`src/rtl/slot_route_pkg.sv`:
```
package slot_route_pkg;
   typedef enum logic {
      ADDR_SLOT  = 1'b0,
      ADDR_AUDIO = 1'b1
   } reg_addr_e;
endpackage

```
`src/rtl/slot_sel_reg.sv`:
```
module slot_sel_reg #(
   parameter int SEL_W     = 4,
   parameter int PHYS      = 4,
   parameter int FEAT_SLOT = 15,
   localparam int DW       = 2 * SEL_W,
   localparam int AUD_W    = $clog2(PHYS + 1)
) (
   input  logic               clk,
   input  logic               rst_n,
   input  logic               wr_en,
   input  logic               reg_addr,
   input  logic [DW-1:0]      wr_data,
   output logic [SEL_W-1:0]   cts_sel,
   output logic [SEL_W-1:0]   scs_sel,
   output logic [AUD_W-1:0]   aud_code,
   output logic [DW-1:0]      rd_data
);
   import slot_route_pkg::*;

   reg_addr_e addr;
   logic      aud_ok;

   assign addr   = reg_addr_e'(reg_addr);
   assign aud_ok = (scs_sel == SEL_W'(FEAT_SLOT)) && (wr_data <= DW'(PHYS));

   always_ff @(posedge clk) begin
      if (!rst_n) begin
         cts_sel  <= '0;
         scs_sel  <= '0;
         aud_code <= AUD_W'(PHYS);
      end else if (wr_en) begin
         if (addr == ADDR_SLOT) begin
            cts_sel <= wr_data[DW-1:SEL_W];
            scs_sel <= wr_data[SEL_W-1:0];
         end else if (aud_ok) begin
            aud_code <= wr_data[AUD_W-1:0];
         end
      end
   end

   always_comb begin
      if (addr == ADDR_SLOT) rd_data = {cts_sel, scs_sel};
      else                   rd_data = DW'(aud_code);
   end

   p_hold_r10: assert property (@(posedge clk) disable iff (!rst_n)
      !wr_en |=> ($stable(cts_sel) && $stable(scs_sel) && $stable(aud_code)));
   p_aud_range_r9: assert property (@(posedge clk) disable iff (!rst_n)
      aud_code <= AUD_W'(PHYS));
endmodule

```
`src/rtl/strobe_router.sv`:
```
module strobe_router #(
   parameter int SEL_W = 4,
   parameter int PHYS  = 4
) (
   input  logic             clk,
   input  logic             rst_n,
   input  logic             host_n,
   input  logic [SEL_W-1:0] sel,
   output logic [PHYS-1:0]  slot_n
);
   for (genvar g = 0; g < PHYS; g++) begin : g_slot
      assign slot_n[g] = !(!host_n && (sel == SEL_W'(g)));
   end

   // at most one slot strobed, and none while the host is idle
   p_route_onehot_r3: assert property (@(posedge clk) disable iff (!rst_n)
      $onehot0(~slot_n));
   p_idle_high_r4: assert property (@(posedge clk) disable iff (!rst_n)
      host_n |-> (&slot_n));
   p_virtual_r5: assert property (@(posedge clk) disable iff (!rst_n)
      (sel >= SEL_W'(PHYS)) |-> (&slot_n));
endmodule

```
`src/rtl/irq_mux.sv`:
```
module irq_mux #(
   parameter int SEL_W = 4,
   parameter int PHYS  = 4,
   localparam int PIDX_W = (PHYS > 1) ? $clog2(PHYS) : 1
) (
   input  logic             clk,
   input  logic             rst_n,
   input  logic [SEL_W-1:0] sel,
   input  logic [PHYS-1:0]  slot_irq_n,
   output logic             host_irq_n
);
   logic [PIDX_W-1:0] idx;
   assign idx = sel[PIDX_W-1:0];

   if (PHYS == (1 << SEL_W)) begin : g_full
      assign host_irq_n = slot_irq_n[idx];
   end else begin : g_part
      assign host_irq_n = (sel < SEL_W'(PHYS)) ? slot_irq_n[idx] : 1'b1;
   end

   p_virt_irq_r6: assert property (@(posedge clk) disable iff (!rst_n)
      (sel >= SEL_W'(PHYS)) |-> host_irq_n);
endmodule

```
`src/rtl/slot_route_top.sv`:
```
module slot_route_top #(
   parameter int SEL_W     = 4,
   parameter int PHYS      = 4,
   parameter int SND_SLOT  = 4,
   parameter int UART_SLOT = 5,
   parameter int FEAT_SLOT = 15,
   localparam int DW       = 2 * SEL_W,
   localparam int AUD_W    = $clog2(PHYS + 1)
) (
   input  logic            clk,
   input  logic            rst_n,
   input  logic            wr_en,
   input  logic            reg_addr,
   input  logic [DW-1:0]   wr_data,
   output logic [DW-1:0]   rd_data,
   input  logic            host_cts_n,
   input  logic            host_scs_n,
   output logic            host_cart_n,
   output logic [PHYS-1:0] slot_cts_n,
   output logic [PHYS-1:0] slot_scs_n,
   input  logic [PHYS-1:0] slot_cart_n,
   output logic            snd_cs_n,
   output logic            uart_cs_n,
   output logic            feat_cs_n,
   output logic [PHYS:0]   aud_en
);
   if (PHYS < 2 || PHYS > (1 << SEL_W)) begin : g_bad_phys
      $error("PHYS must lie between 2 and 2**SEL_W");
   end
   if (SND_SLOT < PHYS || UART_SLOT < PHYS || FEAT_SLOT < PHYS) begin : g_bad_virt
      $error("peripheral slots must be above the physical slots");
   end
   if (SND_SLOT == UART_SLOT || SND_SLOT == FEAT_SLOT || UART_SLOT == FEAT_SLOT) begin : g_dup_virt
      $error("peripheral slots must be distinct");
   end
   if (FEAT_SLOT >= (1 << SEL_W) || SND_SLOT >= (1 << SEL_W) || UART_SLOT >= (1 << SEL_W)) begin : g_big_virt
      $error("peripheral slot out of nibble range");
   end

   logic [SEL_W-1:0] cts_sel, scs_sel;
   logic [AUD_W-1:0] aud_code;
   logic             scs_act;

   slot_sel_reg #(.SEL_W(SEL_W), .PHYS(PHYS), .FEAT_SLOT(FEAT_SLOT)) u_reg (
      .clk(clk), .rst_n(rst_n), .wr_en(wr_en), .reg_addr(reg_addr),
      .wr_data(wr_data), .cts_sel(cts_sel), .scs_sel(scs_sel),
      .aud_code(aud_code), .rd_data(rd_data));

   strobe_router #(.SEL_W(SEL_W), .PHYS(PHYS)) u_cts (
      .clk(clk), .rst_n(rst_n), .host_n(host_cts_n), .sel(cts_sel), .slot_n(slot_cts_n));

   strobe_router #(.SEL_W(SEL_W), .PHYS(PHYS)) u_scs (
      .clk(clk), .rst_n(rst_n), .host_n(host_scs_n), .sel(scs_sel), .slot_n(slot_scs_n));

   irq_mux #(.SEL_W(SEL_W), .PHYS(PHYS)) u_irq (
      .clk(clk), .rst_n(rst_n), .sel(cts_sel), .slot_irq_n(slot_cart_n), .host_irq_n(host_cart_n));

   assign scs_act   = !host_scs_n;
   assign snd_cs_n  = !(scs_act && scs_sel == SEL_W'(SND_SLOT));
   assign uart_cs_n = !(scs_act && scs_sel == SEL_W'(UART_SLOT));
   assign feat_cs_n = !(scs_act && scs_sel == SEL_W'(FEAT_SLOT));

   for (genvar a = 0; a <= PHYS; a++) begin : g_aud
      assign aud_en[a] = (aud_code == AUD_W'(a));
   end

   p_periph_onehot_r7: assert property (@(posedge clk) disable iff (!rst_n)
      $onehot0({~snd_cs_n, ~uart_cs_n, ~feat_cs_n}));
   p_periph_idle_r7: assert property (@(posedge clk) disable iff (!rst_n)
      host_scs_n |-> (snd_cs_n && uart_cs_n && feat_cs_n));
   p_aud_onehot_r8: assert property (@(posedge clk) disable iff (!rst_n)
      $onehot(aud_en));
endmodule

```
`config.mk`:
```
export PLATFORM = sky130hd
export DESIGN_NAME = slot_route_top
export DESIGN_NICKNAME = d
export VERILOG_FILES = /design/src/rtl/slot_route_pkg.sv /design/src/rtl/slot_sel_reg.sv /design/src/rtl/strobe_router.sv /design/src/rtl/irq_mux.sv /design/src/rtl/slot_route_top.sv
export SDC_FILE = /design/constraint.sdc
export NUM_CORES = 1
export LEC_CHECK = 0
export ABC_AREA = 1
export ABC_CLOCK_PERIOD_IN_PS = 1100
export BUFFER_PORTS_ARGS = -buffer_cell sky130_fd_sc_hd__buf_2
export CAP_MARGIN = 20
export CORE_UTILIZATION = 37
export DETAILED_ROUTE_END_ITERATION = 10
export HOLD_SLACK_MARGIN = 0.15
export PLACE_DENSITY = 0.79
export SYNTH_ARGS = -nofsm -noshare
export SYNTH_HDL_FRONTEND = slang
export SYNTH_SLANG_ARGS = --single-unit
```
`constraint.sdc`:
```
create_clock -name clk -period 1.1 [get_ports clk]
set_input_delay 0.11 -clock clk [delete_from_list [all_inputs] [get_ports clk]]
set_output_delay 0.11 -clock clk [all_outputs]
set_load 0.1 [all_outputs]
```
==> metrics.md, run 1 <==
| Metric | Value |
|---|---|
| CTS Sinks | 11 |
| DP HPWL | 2380 µm |
| Hold-fix buffers, CTS | 8 |
| Num ports | 43 |
| Failed at | 4_1_cts |
| Rows | 15 |
| Dpl cell area | 1580 µm² |
| Total CTS buffers | 3 |
| Status | did not finish |
| Yosys warning count | 0 |
| Mapped Nets | 138 |
| Dominant cell type by area after synthesis | dfxtp_1 |
| Average cell area after synthesis | 5.85 µm² |
| Synth Register Bits | 11 |
| Post-synth top area share | 0.314 |
| Inst Count DP | 193 |
| Number of port buffers | 42 |
| Initial Utilization | 0.402 |
| Post-synthesis cell area | 702 µm² |
| CTS root buf | clkbuf_4 |
| Mapped Cells | 120 |
| Postcts setup bufs | 10 |
| Die Height | 45.6 µm |
| Gpl congestion | 0.814 |
| Die width | 45.6 µm |
| Post-synthesis sequential area ratio | 0.314 |
| Number of H-tree levels | 1 |
| Ranking of synthesized cells by area | dfxtp_1, nor2_1, inv_1 |
| Clk buf depth | 2 |
| PostCTS Resize Cnt | 43 |
| Error | [ERROR DPL-0038] Utilization greater than 100%, impossible to legalize |
| Netlist cell types | 15 |
-- logic make-up after synthesis --
family	Yosys count	synth area share
compound gates	21	0.150
buf+inv	24	0.132
simple gates	63	0.389
mux	1	0.0160
flops	11	0.314
-- cell usage after synthesis --
| library cell | instances |
|---|---|
| o21ai_1 | 3 |
| nand2_1 | 18 |
| o21ai_0 | 8 |
| nand3_1 | 11 |
| nand4_1 | 3 |
| buf_2 | 2 |
| mux2_2 | 1 |
| a21oi_1 | 10 |
| nor2_1 | 22 |
| nor2_2 | 2 |
| nand2_2 | 1 |
| nor3_1 | 6 |
| inv_1 | 21 |
| dfxtp_1 | 11 |
| clkbuf_1 | 1 |
-- through the flow --
step / TNS [ns] / setup slack (ns)
3_5_place_dp: -0.229 / -0.0627
3_3_place_gp: 0 / 0.0253
2_1_floorplan: -4.33 / -0.496
==> run 2, diff against run 1 <==
--- a/config.mk
+++ b/config.mk
@@ -6,13 +6,13 @@
 export NUM_CORES = 1
 export LEC_CHECK = 0
 export ABC_AREA = 1
-export ABC_CLOCK_PERIOD_IN_PS = 1100
+export ABC_CLOCK_PERIOD_IN_PS = 1430
 export BUFFER_PORTS_ARGS = -buffer_cell sky130_fd_sc_hd__buf_2
 export CAP_MARGIN = 20
-export CORE_UTILIZATION = 37
+export CORE_AREA = 2 2 63 65
 export DETAILED_ROUTE_END_ITERATION = 10
-export HOLD_SLACK_MARGIN = 0.15
-export PLACE_DENSITY = 0.79
+export DIE_AREA = 0 0 65 67
+export PLACE_DENSITY_LB_ADDON = 0.15
 export SYNTH_ARGS = -nofsm -noshare
 export SYNTH_HDL_FRONTEND = slang
 export SYNTH_SLANG_ARGS = --single-unit
==> constraint.sdc (replaced) <==
create_clock -name clk -period 1.43 [get_ports clk]
set_input_delay 0.143 -clock clk [delete_from_list [all_inputs] [get_ports clk]]
set_output_delay 0.143 -clock clk [all_outputs]
set_load 0.1 [all_outputs]
==> run 2 against run 1 <==
The run now ends clean. Area after synthesis did not move. Synthesized cell count did not move.
==> metrics.md, run 2 <==
| Metric | Value |
|---|---|
| Most frequent cell after synthesis | nor2_1 |
| Mapped Nets | 138 (unchanged) |
| Post-synthesis cell area | 702 µm² (unchanged) |
| Critical Path Sink Type | output pin |
| Post-route minimum period | 1.37 ns |
| Post-route insts no fill | 213 |
| Worst stage delay on the critical path | 0.39 ns |
| PwrDens | 785 nW/µm² |
| Share of cells above drive strength 1 | 0.491 |
| Inst Count DP | 209 (+8.3%) |
| Arrival time at the worst endpoint | 1.23 ns |
| Commonest non-fill, non-tap cell in the layout | buf_2 |
| Registers with the most flip-flops | u_reg.cts_sel (4), u_reg.scs_sel (4), u_reg.aud_code (3) |
| Synth Register Bits | 11 (unchanged) |
| Slew @ Worst Pin | 0.494 ns |
| Final Hold Viols | 0 |
| XOR/XNOR Fraction of Synth Area | 0 (unchanged) |
| Initial Utilization | 0.195 (-0.207) |
| CTS tree | built |
| Area Overhead vs Synth | 93.6% |
| Fin crit share | 0.961 |
| Average cell area after synthesis | 5.85 µm² (unchanged) |
| Grt ovf | 0 |
| Crit Path Class | reg -> out |
| Post-synthesis mux area share | 0.0160 (unchanged) |
| Ant diodes | 0 |
| Largest net degree at the start of global routing | 13 |
| Core area | 3610 µm² |
| Ys flop type | dfxtp_1 |
| Yosys warning count | 0 (unchanged) |
| First-pass GRT wire length | 3570 µm |
| RSZ-0062 raised after global routing | yes |
| Drt wl/cell | 10.2 µm |
| Setup WS pre-CTS | 0.195 ns (+0.258 ns) |
| Final count of negative-setup-slack endpoints | 0 |
| Num ports | 43 (unchanged) |
| Worst EP required | 1.29 ns |
| DP HPWL | 1850 µm (-22%) |
| Register area | 234 µm² |
| Routed vias | 901 |
| Vias in the first global route | 846 |
| CTS Sinks | 11 (unchanged) |
| Critical path launch point type | flip-flop |
| Antenna violations before repair | 0 |
| Synth cell count leaders | nor2_1, inv_1, nand2_1 |
| Final WS setup | 0.0557 ns |
| CP Cell Sequence | inv_4 > nand3_2 > nand2_2 > a21oi_2 > nand4_1 > buf_12 |
| Delay-heaviest family, CP | flip-flops |
| Post-synthesis compound-gate area fraction | 0.150 (unchanged) |
| Clk_lat worst skew | 0.24 ns |
| Area of the multi-input gates | 500 µm² |
| Post-synth EDFFs | 0 (unchanged) |
| Nets | 184 |
| Netlist cell types | 15 (unchanged) |
| Class of the worst hold path | in -> reg |
| Clock transition at path regs | 0.05 ns |
| CP bufs+invs | 2 |
| Maxcap violations | 0 |
| Detailed Route WL | 2180 µm |
| Adder-Cell Fraction of Synth Area | 0 (unchanged) |
| Setup Skew | 0.00546 ns |
| Post-synth top area share | 0.314 (unchanged) |
| Die area | 4360 µm² |
| CP Max Fanout | 7 |
| Most frequent cells in the layout | buf_2, inv_1, nand2_1, nor2_1, buf_12 |
| Ranking of synthesized cells by area | dfxtp_1, nor2_1, inv_1 |
| Peak supply drop | 0.349 mV |
| Fmax | 728 MHz |
| Leakage | 0.614 nW |
| Post-synthesis sequential area ratio | 0.314 (unchanged) |
| Number of port buffers | 42 (unchanged) |
| Gpl congestion | 0.712 (-12%) |
| Slew headroom | 0.673 |
| DRT iter0 DRCs | 18 |
| Asr flop ratio synth | 0 (unchanged) |
| Fin. max-slew vios | 0 |
| CTS root buf | clkbuf_8 |
| CP max stage cell | dfxtp_4 |
| Antenna-violating nets left | 0 |
| Dominant cell type by area after synthesis | dfxtp_1 |
| Initial DRT Pass Iterations | 4 |
| Rows | 22 (+7) |
| Number of H-tree levels | 1 (unchanged) |
| Fillers | 380 |
| Mapped Cells | 120 (unchanged) |
| Total CTS buffers | 3 (unchanged) |
| Die Height | 67 µm (+47%) |
| Post-synthesis simple-gate area fraction | 0.389 (unchanged) |
| DRC | 0 |
| Combinational family with the most area after synthesis | simple AND/OR/NAND/NOR gates |
| GRT Util Overall | 0.104 |
| Via-to-Cell Ratio | 4.23 |
| Die width | 65 µm (+43%) |
| Clk buf depth | 2 (unchanged) |
| Final Core Density | 0.377 |
| Status | finished, final reports clean |
## run 2: cell counts after synthesis
Identical to the previous run, type by type.
## run 2: cell families after synthesis
logic type / Yosys count
AO/OA/AOI/OAI: 21
multiplexers: 1
buffers and inverters: 24
AND/OR/NAND/NOR: 63
flip-flops: 11
## run 2: through the flow
stage                     TNS (ns)  power, mW  cell area [µm²]  hold WS, ns
final                            0       1.07             1360        0.166
after global routing       -0.0354       1.11             1360        0.193
after CTS                        0       1.07             1340        0.166
after detailed placement         0      0.754             1280        0.412
after global placement           0      0.753             1280        0.402
after floorplan             -0.889      0.633              810        0.271
## run 2: final cells by class
class,instances,share of cell area
inverter,21,0.0599
tap,48,0.0442
clock buffer,4,0.0331
multi-input combinational,85,0.368
sequential,11,0.172
timing repair buffer,44,0.322
## run 2: worst register-to-register path, stage by stage, from the launching register on
cell	delay, ns
dfxtp_2	0.40
nand2_1	0.10
inv_1	0.08
nand2_1	0.06
nor2_1	0.15
nand3_1	0.10
nand2_1	0.07
nor2_1	0.03
## run 2: layer usage
layer  track usage  vias up  share of wire
li1              -      477              -
met1         0.129      406           0.47
met2         0.178       16           0.49
met5             0        -              0
met3        0.0152        2          0.030
met4        0.0479        0         0.0092
## run 2: path summary, 6_finish.rpt
path	startpoint	endpoint	slack, ns	depth (start not counted)
min reg2reg	u_reg.cts_sel[3]	u_reg.cts_sel[3]	0.54	2
max reg2reg	u_reg.scs_sel[1]	u_reg.aud_code[0]	0.33	7
max	u_reg.cts_sel[1]	host_cart_n	0.06	6
min	wr_data[6]	u_reg.cts_sel[2]	0.17	3
## run 2: repair_timing
action | in CTS | in global routing
endpoints found under the setup margin | 10 | 9
buffers inserted | 0 | 0
pin swaps | 0 | 2
hold buffers | 0 | 0
resized for setup | 6 | 10
## run 2: power breakdown
part	leakage, nW	internal [mW]	switching, mW	total, mW
Combinational	0.499	0.117	0.294	0.411
Sequential	0.0928	0.321	0.0231	0.344
Clock	0.0228	0.196	0.116	0.312
(Power assumes the default switching activity.)
==> run 3, diff against run 2 <==
==> constraint.sdc (replaced) <==
create_clock -name clk -period 1.43 [get_ports clk]
set_input_delay 0.0715 -clock clk [delete_from_list [all_inputs] [get_ports clk]]
set_output_delay 0.0715 -clock clk [all_outputs]
set_load 0.1 [all_outputs]
==> run 3 against run 2 <==
Non-clock buffer count unchanged. First-iteration DRC count up 17%. Final area down 4.8%. Total power down 0.98%. Global-route usage up 0.86 points.
==> metrics.md, run 3 (synthesis gave the netlist of run 2 again) <==
| Metric | Value |
|---|---|
| Status | finished, final reports clean |
| CP Max Fanout | 6 (-1) |
| CTS root buf | clkbuf_8 |
| Nets | 184 (unchanged) |
| PwrDens | 816 nW/µm² (+4.0%) |
| Critical path launch point type | flip-flop |
| Largest net degree at the start of global routing | 14 (+1) |
| Postcts setup bufs | 0 (unchanged) |
| Leakage | 0.572 nW (-6.9%) |
| Antenna violations before repair | 0 (unchanged) |
| Commonest non-fill, non-tap cell in the layout | buf_2 |
| Crit Path Class | reg -> out |
| Setup WS pre-CTS | 0.127 ns (-0.0682 ns) |
| First-pass GRT wire length | 3800 µm (+6.4%) |
| DP HPWL | 1870 µm (+1.3%) |
| Setup Skew | 0.000418 ns (-0.00504 ns) |
| Critical Path Sink Type | output pin |
| Detailed Route WL | 2220 µm (+1.7%) |
| Antenna-violating nets left | 0 (unchanged) |
| Arrival time at the worst endpoint | 1.26 ns (+0.03 ns) |
| Fin crit share | 0.934 (-0.0270) |
| Registers with the most flip-flops | u_reg.cts_sel (4), u_reg.scs_sel (4), u_reg.aud_code (3) |
| Total CTS buffers | 3 (unchanged) |
| Vias in the first global route | 883 (+4.4%) |
| Number of port buffers | 42 (unchanged) |
| Fin. max-slew vios | 0 (unchanged) |
| Initial Utilization | 0.195 (unchanged) |
| Number of H-tree levels | 1 (unchanged) |
| Via-to-Cell Ratio | 4.26 (+0.78%) |
| GRT Util Overall | 0.113 (+0.00857) |
| Gpl congestion | 0.711 (-0.11%) |
| Area Overhead vs Synth | 84.3% |
| Core area | 3610 µm² (unchanged) |
| Most frequent cells in the layout | buf_2, inv_1, nand2_1, nor2_1 |
| CTS tree | built |
| Drt wl/cell | 10.4 µm (+1.7%) |
| Hold_ws | 0.0893 ns (-0.0762 ns) |
| Die Height | 67 µm (unchanged) |
| Hold-fix buffers, CTS | 0 (unchanged) |
| Worst EP required | 1.36 ns (+0.07 ns) |
| Share of cells above drive strength 1 | 0.461 (-0.0303) |
| Ant diodes | 0 (unchanged) |
| Num ports | 43 (unchanged) |
| Slew headroom | 0.560 (-0.112) |
| Die width | 65 µm (unchanged) |
| CTS Sinks | 11 (unchanged) |
| Initial DRT Pass Iterations | 4 (unchanged) |
| Inst Count DP | 209 (unchanged) |
| DRC | 0 (unchanged) |
| Grt ovf | 0 (unchanged) |
| Rows | 22 (unchanged) |
| RSZ-0062 raised after global routing | no |
| Die area | 4360 µm² (unchanged) |
| Final Core Density | 0.359 (-0.0180) |
| Post-route insts no fill | 213 (unchanged) |
| Final Hold Viols | 0 (unchanged) |
| Class of the worst hold path | in -> reg |
| Clk_lat worst skew | 0.23 ns (about the same) |
| Routed vias | 908 (+0.78%) |
| Slew @ Worst Pin | 0.657 ns (+0.163 ns) |
| Peak supply drop | 0.300 mV (-14%) |
| DRT iter0 DRCs | 21 (+3) |
| Fmax | 749 MHz (+2.9%) |
| Clock transition at path regs | 0.05 ns (about the same) |
| Post-route minimum period | 1.34 ns (-0.0386 ns) |
| Clk buf depth | 2 (unchanged) |
| Final WS setup | 0.0943 ns (+0.0386 ns) |
| Maxcap violations | 0 (unchanged) |
| Final count of negative-setup-slack endpoints | 0 (unchanged) |
-- run 3: per-stage QoR --
stage | total power, mW | cell area (µm²) | setup TNS [ns]
6_report | 1.06 | 1290 | 0
5_1_grt | 1.11 | 1290 | 0
4_1_cts | 1.07 | 1270 | 0
3_5_place_dp | 0.742 | 1210 | 0
3_3_place_gp | 0.739 | 1210 | 0
2_1_floorplan | 0.632 | 807 | -0.841
-- run 3: what timing repair did --
item                                   4_1_cts  5_1_grt
setup endpoints to repair                   10        6
endpoints found under the hold margin        0        0
resized for setup                            3        8
-- run 3: critical path, cell delays in order, from the launching register on --
cell,delay [ns]
dfxtp_1,0.36
nand2_1,0.12
inv_1,0.06
nand2_1,0.06
buf_2,0.42
-- run 3: power by group --
| part | switching, mW | leakage [nW] | internal, mW |
|---|---|---|---|
| registers | 0.0268 | 0.0925 | 0.323 |
| clock network | 0.115 | 0.0228 | 0.196 |
| logic | 0.291 | 0.457 | 0.104 |
| total | 0.433 | 0.572 | 0.623 |
-- run 3: worst paths after layout --
path                     start                 to  slack (ns)  cells after the start
max           u_reg.scs_sel[1]      slot_scs_n[3]        0.09                      4
min                 wr_data[4]   u_reg.cts_sel[0]        0.09                      3
max reg2reg   u_reg.scs_sel[1]  u_reg.aud_code[0]        0.26                      7
min reg2reg  u_reg.aud_code[2]  u_reg.aud_code[2]        0.52                      2
-- run 3: cell type report --
| cell class | count | area (µm²) |
|---|---|---|
| inverter | 21 | 81.3 |
| timing repair buffer | 44 | 370 |
| fill | 392 | 2310 |
| tap | 48 | 60.1 |
| clock buffer | 4 | 45.0 |
| multi-input combinational | 85 | 508 |
| sequential | 11 | 229 |
-- run 3: layer usage --
layer / up-vias / wire length [µm] / track usage / share of wire
met3: 2 / 87 / 0.00845 / 0.039
met1: 409 / 934 / 0.129 / 0.42
li1: 476 / - / - / -
met5: - / 0 / 0 / 0
met2: 21 / 1170 / 0.204 / 0.53
met4: 0 / 27 / 0.0691 / 0.012
==> run 4, diff against run 3 <==
--- a/config.mk
+++ b/config.mk
@@ -15,4 +15,5 @@
 export PLACE_DENSITY_LB_ADDON = 0.15
 export SYNTH_ARGS = -nofsm -noshare
 export SYNTH_HDL_FRONTEND = slang
+export SYNTH_HIERARCHICAL = 1
 export SYNTH_SLANG_ARGS = --single-unit
==> run 4 against run 3 <==
Core utilization shrank 2.0 points. Final cell count rose by 10%. Synthesized cell count is 20% higher. Critical path depth decreased by 1. Die area unchanged. Clock power about the same. Clock skew up 0.0020 ns.
==> metrics.md, run 4 <==
| Metric | Value |
|---|---|
| Num ports | 43 (unchanged) |
| Die area | 4360 µm² (unchanged) |
| Yosys warning count | 6 (+6) |
| Crit Path Class | reg -> out |
| Final Hold Viols | 0 (unchanged) |
| Antenna violations before repair | 0 (unchanged) |
| Arrival time at the worst endpoint | 1.27 ns (about the same) |
| Number of H-tree levels | 1 (unchanged) |
| GRT Util Overall | 0.116 (+0.00349) |
| DRC | 0 (unchanged) |
| CTS Sinks | 11 (unchanged) |
| Critical path launch point type | flip-flop |
| Most frequent cell after synthesis | inv_1 |
| Initial DRT Pass Iterations | 4 (unchanged) |
| Registers with the most flip-flops | u_reg/cts_sel (4), u_reg/scs_sel (4), u_reg/aud_code (3) |
| CP Max Fanout | 7 (+1) |
| Ant diodes | 0 (unchanged) |
| Flop2flop setup slack | 0.21 ns (-0.05 ns) |
| Synth Register Bits | 11 (unchanged) |
| Number of port buffers | 42 (unchanged) |
| Routed vias | 961 (+5.8%) |
| Rows | 22 (unchanged) |
| First-pass GRT wire length | 3760 µm (-0.92%) |
| Fin. max-slew vios | 0 (unchanged) |
| CTS root buf | clkbuf_8 |
| Post-route minimum period | 1.34 ns (+0.00156 ns) |
| Antenna-violating nets left | 0 (unchanged) |
| Leakage | 0.594 nW (+3.9%) |
| Netlist cell types | 16 (+1) |
| Mapped Cells | 144 (+20%) |
| Peak supply drop | 0.425 mV (+42%) |
| Post-synth EDFFs | 0 (unchanged) |
| Drt wl/cell | 9.80 µm (-5.9%) |
| Die Height | 67 µm (unchanged) |
| Area Overhead vs Synth | 48.6% |
| Worst EP required | 1.36 ns (about the same) |
| Via-to-Cell Ratio | 4.09 (-4.1%) |
| Asr flop ratio synth | 0 (unchanged) |
| Vias in the first global route | 870 (-1.5%) |
| Average cell area after synthesis | 5.70 µm² (-2.6%) |
| Slew @ Worst Pin | 0.487 ns (-0.170 ns) |
| Dominant cell type by area after synthesis | dfxtp_1 |
| Class of the worst hold path | in -> reg |
| Grt ovf | 0 (unchanged) |
| Nets | 206 (+12%) |
| Commonest non-fill, non-tap cell in the layout | buf_2 |
| Postcts setup bufs | 0 (unchanged) |
| Post-synthesis sequential area ratio | 0.268 (-0.0454) |
| Final count of negative-setup-slack endpoints | 0 (unchanged) |
| Fin crit share | 0.935 (+0.00109) |
| Maxcap violations | 0 (unchanged) |
| Clk buf depth | 2 (unchanged) |
| Status | finished, final reports clean |
| Largest net degree at the start of global routing | 12 (-2) |
| Critical Path Sink Type | output pin |
| Inst Count DP | 231 (+11%) |
| CTS tree | built |
| Ys flop type | dfxtp_1 |
| Clk_lat worst skew | 0.24 ns (about the same) |
| Share of cells above drive strength 1 | 0.348 (-0.113) |
| Post-synthesis cell area | 821 µm² (+17%) |
| Total CTS buffers | 3 (unchanged) |
| PwrDens | 848 nW/µm² (+3.9%) |
| Detailed Route WL | 2300 µm (+3.8%) |
| Post-route insts no fill | 235 (+10%) |
| Core area | 3610 µm² (unchanged) |
| Die width | 65 µm (unchanged) |
| Clock transition at path regs | 0.05 ns (about the same) |
| Setup Skew | 0.00244 ns (+0.00202 ns) |
| Slew headroom | 0.677 (+0.117) |
| Ranking of synthesized cells by area | dfxtp_1, inv_1, nand2_1 |
| Fmax | 748 MHz (-0.12%) |
| Gpl congestion | 0.721 (+1.3%) |
| Initial Utilization | 0.228 (+0.0330) |
| Hold-fix buffers, CTS | 0 (unchanged) |
| Post-synth top area share | 0.268 (-0.0454) |
| DP HPWL | 1830 µm (-1.9%) |
| DRT iter0 DRCs | 24 (+14%) |
| Hold_ws | 0.126 ns (+0.0362 ns) |
| Mapped Nets | 162 (+17%) |
| Synth cell count leaders | inv_1, nand2_1, nor2_1 |
| Most frequent cells in the layout | buf_2, inv_1, nand2_1, nor2_1, nand3_1 |
[run 4: changes by cell type after synthesis, moves of 3 or more]
cell / change
inv_1: +8
inv_2: +3
nand2_1: +10
nand3_1: +6
nand4_1: -3
nor2_1: +3
nor2_2: +4
nor3_1: -4
[run 4: area by class of cell]
type	count	area (µm²)
Sequential cell	11	221
Inverter	32	120
Timing Repair Buffer	42	300
Fill cell	421	2390
Tap cell	48	60.1
Clock buffer	4	45.0
Multi-Input combinational cell	98	473
[run 4: cells by family (layout without fill, tap and decap cells)]
group	after synthesis	in the layout	share of synthesized area
flip-flops	11	11	0.268
buffers and inverters	35	78	0.183
AND/OR/NAND/NOR	81	81	0.445
AO/OA/AOI/OAI	17	17	0.104
[run 4: through the flow]
| step | util | TNS, ns | area [µm²] | worst slack [ns] | power (mW) |
|---|---|---|---|---|---|
| 5_1_grt | 0.338 | -0.00188 | 1220 | -0.00188 | 1.10 |
| 6_report | 0.338 | 0 | 1220 | 0.0928 | 1.04 |
| 4_1_cts | 0.334 | 0 | 1200 | 0.0378 | 1.04 |
| 2_1_floorplan | - | -1.55 | 843 | -0.406 | 0.638 |
| 3_3_place_gp | 0.321 | 0 | 1160 | 0.286 | 0.725 |
| 3_5_place_dp | 0.321 | 0 | 1160 | 0.232 | 0.728 |
[run 4: worst max-delay path: stages, from the launching register on]
cell and delay (ns):
dfxtp_1 0.44, nor2_2 0.09, nand3_1 0.08, buf_2 0.42
[run 4: per-layer routing]
layer / GRT usage / up-vias / routed length [µm]
met5: 0 / - / 0
li1: - / 520 / -
met2: 0.193 / 28 / 1060
met4: 0.0559 / 0 / 32
met3: 0.0372 / 4 / 160
met1: 0.135 / 409 / 1050
[run 4: timing repair]
action	4_1_cts	5_1_grt
setup endpoints to repair	0	8
endpoints found under the hold margin	0	0
gates resized for setup	0	7
[run 4: where the power goes]
group	total, mW	switching (mW)	internal [mW]
sequential	0.344	0.0213	0.323
clock	0.311	0.115	0.196
combinational	0.380	0.291	0.0897
[run 4: worst paths after layout]
| kind | start | endpoint | cells after the start |
|---|---|---|---|
| max reg2reg | u_reg/scs_sel[1] | u_reg/aud_code[1] | 7 |
| min reg2reg | u_reg/cts_sel[2] | u_reg/cts_sel[2] | 2 |
| min | wr_data[2] | u_reg/scs_sel[2] | 3 |
| max | u_reg/scs_sel[2] | slot_scs_n[3] | 3 |
